<file path="src/rtl/rsc_pkg.sv">
package rsc_pkg;
  localparam int CAUSE_W = 3;
  localparam int PF_BIT  = 0;
  localparam int EXT_BIT = 1;
  localparam int WDT_BIT = 2;
  typedef logic [CAUSE_W-1:0] cause_t;
endpackage

</file>
<file path="src/rtl/rsc_sync.sv">
module rsc_sync #(
  parameter int   WIDTH   = 1,
  parameter logic RST_VAL = 1'b0
) (
  input  logic             clk,
  input  logic             rst_n,
  input  logic [WIDTH-1:0] d_i,
  output logic [WIDTH-1:0] q_o
);
  logic [WIDTH-1:0] s1_q, s2_q;

  always_ff @(posedge clk or negedge rst_n) begin
    if (!rst_n) begin
      s1_q <= {WIDTH{RST_VAL}};
      s2_q <= {WIDTH{RST_VAL}};
    end else begin
      s1_q <= d_i;
      s2_q <= s1_q;
    end
  end

  assign q_o = s2_q;
endmodule

</file>
<file path="src/rtl/rsc_pin_filter.sv">
module rsc_pin_filter #(
  parameter int MIN_LOW = 4
) (
  input  logic clk,
  input  logic rst_n,
  input  logic pin_n_i,
  output logic req_o
);
  localparam int CW = $clog2(MIN_LOW + 1);
  localparam logic [CW-1:0] TOP = CW'(MIN_LOW);

  logic [CW-1:0] run_q, run_d;
  logic          run_en;

  always_comb begin
    run_en = 1'b0;
    run_d  = run_q;
    if (pin_n_i) begin
      run_en = (run_q != '0);
      run_d  = '0;
    end else if (run_q != TOP) begin
      run_en = 1'b1;
      run_d  = run_q + 1'b1;
    end
  end

  always_ff @(posedge clk or negedge rst_n) begin
    if (!rst_n)      run_q <= '0;
    else if (run_en) run_q <= run_d;
  end

  assign req_o = (run_q == TOP);
endmodule

</file>
<file path="src/rtl/rsc_stretch.sv">
module rsc_stretch #(
  parameter int HOLD = 16
) (
  input  logic clk,
  input  logic clr_n,
  input  logic req_i,
  output logic rel_o
);
  localparam int CW = $clog2(HOLD + 1);
  localparam logic [CW-1:0] LAST = CW'(HOLD - 1);

  logic [CW-1:0] cnt_q, cnt_d;
  logic          rel_q, rel_d;
  logic          en;

  always_comb begin
    en    = 1'b0;
    cnt_d = cnt_q;
    rel_d = rel_q;
    if (req_i) begin
      en    = 1'b1;
      cnt_d = '0;
      rel_d = 1'b0;
    end else if (!rel_q) begin
      en    = 1'b1;
      cnt_d = cnt_q + 1'b1;
      rel_d = (cnt_q == LAST);
    end
  end

  always_ff @(posedge clk or negedge clr_n) begin
    if (!clr_n) begin
      cnt_q <= '0;
      rel_q <= 1'b0;
    end else if (en) begin
      cnt_q <= cnt_d;
      rel_q <= rel_d;
    end
  end

  assign rel_o = rel_q;
endmodule

</file>
<file path="src/rtl/rsc_cause_log.sv">
module rsc_cause_log
  import rsc_pkg::*;
(
  input  logic   clk,
  input  logic   rst_n,
  input  cause_t src_act_i,
  input  logic   clr_we_i,
  input  cause_t clr_mask_i,
  output cause_t cause_o
);
  cause_t act_q, flags_q, flags_d, rise;
  logic   fresh, en;

  assign rise  = src_act_i & ~act_q;
  assign fresh = (|rise) && !(|act_q);

  always_comb begin
    flags_d = flags_q;
    if (fresh || rise[PF_BIT]) flags_d = rise;
    else                       flags_d = flags_q | rise;
    if (clr_we_i)              flags_d = flags_d & ~(clr_mask_i & ~rise);
    en = (flags_d != flags_q);
  end

  always_ff @(posedge clk or negedge rst_n) begin
    if (!rst_n) act_q <= '0;
    else        act_q <= src_act_i;
  end

  always_ff @(posedge clk or negedge rst_n) begin
    if (!rst_n)  flags_q <= '0;
    else if (en) flags_q <= flags_d;
  end

  assign cause_o = flags_q;
endmodule

</file>
<file path="src/rtl/rsc_pad_guard.sv">
module rsc_pad_guard #(
  parameter int NUM_PORTS = 6,
  parameter int PORT_W    = 8,
  parameter int FLASH_W   = 8
) (
  input  logic                        force_i,
  input  logic [NUM_PORTS*PORT_W-1:0] port_do_i,
  input  logic [NUM_PORTS*PORT_W-1:0] port_oe_i,
  output logic [NUM_PORTS*PORT_W-1:0] port_do_o,
  output logic [NUM_PORTS*PORT_W-1:0] port_oe_o,
  input  logic [FLASH_W-1:0]          fl_do_i,
  input  logic [FLASH_W-1:0]          fl_oe_i,
  input  logic                        fl_wp_i,
  input  logic                        fl_ce_i,
  output logic [FLASH_W-1:0]          fl_do_o,
  output logic [FLASH_W-1:0]          fl_oe_o,
  output logic                        fl_wp_o,
  output logic                        fl_ce_o
);
  for (genvar p = 0; p < NUM_PORTS; p++) begin : g_port
    if (p == 0) begin : g_float
      assign port_do_o[p*PORT_W +: PORT_W] = force_i ? '0 : port_do_i[p*PORT_W +: PORT_W];
      assign port_oe_o[p*PORT_W +: PORT_W] = force_i ? '0 : port_oe_i[p*PORT_W +: PORT_W];
    end else begin : g_high
      assign port_do_o[p*PORT_W +: PORT_W] = force_i ? '1 : port_do_i[p*PORT_W +: PORT_W];
      assign port_oe_o[p*PORT_W +: PORT_W] = force_i ? '1 : port_oe_i[p*PORT_W +: PORT_W];
    end
  end

  assign fl_do_o = force_i ? '0 : fl_do_i;
  assign fl_oe_o = force_i ? '0 : fl_oe_i;
  assign fl_wp_o = force_i ? 1'b0 : fl_wp_i;
  assign fl_ce_o = force_i ? 1'b1 : fl_ce_i;
endmodule

</file>
<file path="src/rtl/rst_supervisor.sv">
module rst_supervisor
  import rsc_pkg::*;
#(
  parameter int NUM_PORTS   = 6,
  parameter int PORT_W      = 8,
  parameter int FLASH_W     = 8,
  parameter int EXT_MIN_LOW = 4,
  parameter int HOLD_CYC    = 16
) (
  input  logic                        clk,
  input  logic                        arst_n,
  input  logic                        ext_rst_n_i,
  input  logic                        wdt_expire_i,
  input  logic                        brownout_i,
  input  logic                        clr_we_i,
  input  logic [CAUSE_W-1:0]          clr_data_i,
  output logic [CAUSE_W-1:0]          cause_o,
  output logic                        sys_rst_n_o,
  input  logic [NUM_PORTS*PORT_W-1:0] port_do_i,
  input  logic [NUM_PORTS*PORT_W-1:0] port_oe_i,
  output logic [NUM_PORTS*PORT_W-1:0] port_do_o,
  output logic [NUM_PORTS*PORT_W-1:0] port_oe_o,
  input  logic [FLASH_W-1:0]          fl_do_i,
  input  logic [FLASH_W-1:0]          fl_oe_i,
  input  logic                        fl_wp_i,
  input  logic                        fl_ce_i,
  output logic [FLASH_W-1:0]          fl_do_o,
  output logic [FLASH_W-1:0]          fl_oe_o,
  output logic                        fl_wp_o,
  output logic                        fl_ce_o
);
  logic   ext_sync_n, pf_sync, ext_req, any_req, hold_clr_n, rel;
  cause_t src_act;

  rsc_sync #(.WIDTH(1), .RST_VAL(1'b1)) u_ext_sync (
    .clk(clk), .rst_n(arst_n), .d_i(ext_rst_n_i), .q_o(ext_sync_n));

  rsc_sync #(.WIDTH(1), .RST_VAL(1'b0)) u_pf_sync (
    .clk(clk), .rst_n(arst_n), .d_i(brownout_i), .q_o(pf_sync));

  rsc_pin_filter #(.MIN_LOW(EXT_MIN_LOW)) u_filter (
    .clk(clk), .rst_n(arst_n), .pin_n_i(ext_sync_n), .req_o(ext_req));

  always_comb begin
    src_act          = '0;
    src_act[PF_BIT]  = pf_sync;
    src_act[EXT_BIT] = ext_req;
    src_act[WDT_BIT] = wdt_expire_i;
  end

  assign any_req    = |src_act;
  assign hold_clr_n = arst_n & ~brownout_i;

  rsc_stretch #(.HOLD(HOLD_CYC)) u_stretch (
    .clk(clk), .clr_n(hold_clr_n), .req_i(any_req), .rel_o(rel));

  rsc_cause_log u_cause (
    .clk(clk), .rst_n(arst_n), .src_act_i(src_act),
    .clr_we_i(clr_we_i), .clr_mask_i(clr_data_i), .cause_o(cause_o));

  rsc_pad_guard #(.NUM_PORTS(NUM_PORTS), .PORT_W(PORT_W), .FLASH_W(FLASH_W)) u_pads (
    .force_i(~rel),
    .port_do_i(port_do_i), .port_oe_i(port_oe_i),
    .port_do_o(port_do_o), .port_oe_o(port_oe_o),
    .fl_do_i(fl_do_i), .fl_oe_i(fl_oe_i), .fl_wp_i(fl_wp_i), .fl_ce_i(fl_ce_i),
    .fl_do_o(fl_do_o), .fl_oe_o(fl_oe_o), .fl_wp_o(fl_wp_o), .fl_ce_o(fl_ce_o));

  assign sys_rst_n_o = rel;
endmodule

</file>
<file path="config.mk">
export PLATFORM = sky130hd
export DESIGN_NAME = rst_supervisor
export DESIGN_NICKNAME = d
export VERILOG_FILES = /design/src/rtl/rsc_pkg.sv /design/src/rtl/rsc_sync.sv /design/src/rtl/rsc_pin_filter.sv /design/src/rtl/rsc_stretch.sv /design/src/rtl/rsc_cause_log.sv /design/src/rtl/rsc_pad_guard.sv /design/src/rtl/rst_supervisor.sv
export SDC_FILE = /design/constraint.sdc
export NUM_CORES = 1
export LEC_CHECK = 0
export BUFFER_PORTS_ARGS = -buffer_cell sky130_fd_sc_hd__buf_2
export CORE_AREA = 2 2 93 95
export CTS_BUF_LIST = sky130_fd_sc_hd__clkbuf_2 sky130_fd_sc_hd__clkbuf_4 sky130_fd_sc_hd__clkbuf_8
export CTS_CLUSTER_DIAMETER = 30
export DETAILED_ROUTE_END_ITERATION = 10
export DIE_AREA = 0 0 95 97
export PLACE_DENSITY_LB_ADDON = 0.25
export SLEW_MARGIN = 30
export SYNTH_ARGS = -nofsm -noshare
export SYNTH_HDL_FRONTEND = slang
export SYNTH_SLANG_ARGS = --single-unit
export TNS_END_PERCENT = 50
</file>
<file path="constraint.sdc">
create_clock -name clk -period 1.6 [get_ports clk]
set_clock_uncertainty 0.05 [all_clocks]
set_input_delay 0.24 -clock clk [delete_from_list [all_inputs] [get_ports clk]]
set_output_delay 0.24 -clock clk [all_outputs]
set_load 0.01 [all_outputs]
</file>
==> results.toml <==
[grt]
grt_pass1_vias = 1980
antenna_found_initial = 1
overflow = 0
grtUsageTotal_pct = 12.7
grt_pass1_wl_mm = 9.37
grt_max_degree = 47

[yosys]
synthesis.area_sq_um = 1590
yosysTopAreaCell = "nand2b_1"
synth.area.top_cells = "nand2b_1, dfrtp_1, and2_1"
syn_inst = 201
ys_warn_count = 0
synth.net_count = 328
synth_top_area_share_pct = 31.4
yosys.cell_types.count = 31
ys_seq_elements = 19
synth.avg_cell_area_sq_um = 7.92
ys_seq_area_share_pct = 30.0

[worst_setup_path]
critPathRequiredTime_ns = 1.31
end_kind = "primary output"
path_delay_family = "flip-flops"
critPathSlowestCell = "dfrtp_4"
setup.worst_path.start = "u_stretch.rel_o"
worstPathMaxFanout = 16
critPathArrivalTime_ns = 1.31
critPathBufInv = 2
cpPeakStageDelay_ns = 0.56
r2r_start = "u_stretch.rel_o"
crit_chain = "buf_4 > and2_1 > buf_2"
crit_type = "reg2out"
cp-start-kind = "register"

[route]
vias = 2206
first_pass_iters = 4
dr_wl_met2_mm = 3.90
met3_length_um = 518
drt_wl_total_mm = 6.96
drtIter0Drc = 41
routed_via_density = 4.01
routedWlPerCell_um = 12.7
highest_layer = "met5"
drc = 0
ant_nets = 0
drt-met1-wl_mm = 2.46

[timing]
hold_viol_final = 0
slew_headroom_pct = 80.3
tns_ns = 0
setup_slack_ns = 0.00334
worst_pin_slew_ns = 0.296
grt_setup_unrepaired = "true"
finalMaxSlewViolations = 0
finalCritPeriodShare_pct = 99.8
fmax_mhz = 626
period_needed_ns = 1.60
final-setup-viol-count = 0

[cts]
cts_root_buffer = "clkbuf_8"
numCtsBuffers = 3
cts_max_level = 1
cts_tree = "done"
worstSkewPairLatency_ns = 0.25
max-clock-path-buffers = 2
clock_sinks = 19
cts.clk_slew.worst_paths_ns = 0.07

[die]
start_util_pct = 19.6
io_pins = 241
die_h_um = 97
core_sq_um = 8130
die-area_sq_um = 9220
fp.dieW_um = 95
rows = 33

[pwr]
p_comb_share_pct = 32.9
pwr-share-clk_pct = 24.0
power_leakage_nw = 1.54
pwr_density_cell_nw_per_um2 = 462
ir_drop_uv = 681
p_seq_share_pct = 43.1
internal_power_w = 0.00103
switching_share_pct = 28.8
p_switching_w = 0.000416

[placed_design]
gp_congestion = 0.717
dp_slack_ns = 0.133
numPortBuffers = 240
dp_hpwl_mm = 5.67
placed_area_sq_um = 2920

[finish]
nets = 573
final_cell_area_sq_um = 3120
fill_cells = 850
area_growth_pct = 96.1
antenna_cells = 0
drive_above_1_share_pct = 60.9

[flow_run]
maxCapViolations = 0

[run_status]
status = "finished, final reports clean"

[min_path]
holdCritPathClass = "in2reg"
hp-start = "ext_rst_n_i"
## area by class of cell
| cell class | instances | area (sq um) | area share, % |
|---|---|---|---|
| sequential | 19 | 483 | 15.5 |
| multi-input combinational | 163 | 1060 | 33.8 |
| inverter | 6 | 22.5 | 0.721 |
| clock buffer | 4 | 48.8 | 1.56 |
| timing repair buffer | 253 | 1380 | 44.2 |
| tap | 105 | 131 | 4.21 |
## cells in the mapped netlist (all sizes together)
cell / count
or2b: 1
nand3: 1
o21a: 1
nand2b: 80
and2b: 2
and3: 1
xor2: 2
nand2: 9
mux2i: 1
nor2: 12
nor2b: 2
a21oi: 4
clkbuf: 3
dfstp: 2
dfrtp: 17
o22ai: 3
nor3: 1
buf: 10
and2: 33
inv: 6
nand4b: 1
a31oi: 1
ha: 4
nor4: 1
o32ai: 2
xnor2: 1
## metal layers
metal / vias up / global-route usage (%)
li1: 1104 / -
met4: 2 / 2.79
met3: 8 / 2.65
met5: - / 0
met1: 1008 / 12.9
met2: 84 / 25.5
## path summary, 6_finish.rpt
path                                      end  slack [ns]  depth (start not counted)
setup / recovery                   fl_do_o[5]       0.003                          3
hold / removal                u_ext_sync.s1_q        0.03                          1
setup reg to reg           u_stretch.cnt_q[3]        0.10                          5
hold reg to reg                u_ext_sync.q_o        0.31                          0
max in group asynchronous     u_stretch.rel_o        0.64                          4
min in group asynchronous   u_filter.run_q[1]        0.35                          2
## cells in the final DEF, fill, tap and decap left out, types with 3 or more instances in the layout
cell / n
nor2_1: 12
clkbuf_8: 3
buf_2: 233
and2_1: 25
a21oi_1: 3
nand2_1: 9
ha_1: 4
buf_4: 8
dfrtp_1: 15
o22ai_1: 3
and2_4: 8
buf_6: 8
inv_1: 6
nand2b_1: 80
## kinds of logic after synthesis
kind of cell	after synthesis	share of synthesized area [%]
and+or+nand+nor	144	54.0
buffers and inverters	19	5.97
DFF	19	30.0
AOI/OAI and AO/OA	11	4.64
adders and majority gates	4	3.14
xor gates and xnor gates	3	1.65
muxes	1	0.628
## flip-flops by register name, summed over array words and instances, names as in the netlist
register / flops
u_ext_sync.q_o: 1
u_pf_sync.q_o: 1
u_stretch.rel_o: 1
u_cause.act_q: 3
u_filter.run_q: 3
u_pf_sync.s1_q: 1
u_ext_sync.s1_q: 1
u_cause.cause_o: 3
u_stretch.cnt_q: 5
## worst reg2reg max path, stage by stage (launching register included)
cell	delay, ns
dfrtp_4	0.56
buf_4	0.22
buf_4	0.17
nand4b_1	0.19
xor2_1	0.15
nor2_1	0.05
## metrics by stage
| step | util, % | cells | power (W) | hold slack (ns) |
|---|---|---|---|---|
| after global placement | 35.9 | 540 | 0.00107 | 0.0950 |
| after CTS | 37.1 | 549 | 0.00145 | 0.0179 |
| after detailed placement | 35.9 | 540 | 0.00109 | 0.0967 |
| after global routing | 38.4 | 550 | 0.00155 | 0.0168 |
| final | 38.4 | 550 | 0.00144 | 0.0278 |
| after floorplan | - | 201 | 0.000870 | -0.106 |
## power groups by stage
stage / logic [W] / registers [W] / clock network (W)
4_1_cts: 0.000468 / 0.000616 / 0.000364
2_1_floorplan: 0.000249 / 0.000620 / 0
3_3_place_gp: 0.000450 / 0.000621 / 0
3_5_place_dp: 0.000461 / 0.000625 / 0
6_report: 0.000474 / 0.000622 / 0.000347
5_1_grt: 0.000534 / 0.000634 / 0.000379
## what timing repair did
item | in CTS | in global routing
gates cloned | 0 | 1
hold buffers | 2 | 0
gates resized for setup | 1 | 18
hold endpoints to repair | 17 | 0
endpoints found under the setup margin | 84 | 18
setup buffers | 3 | 0
pin swaps | 0 | 1
Note: power is estimated with default switching activity, not from simulation.
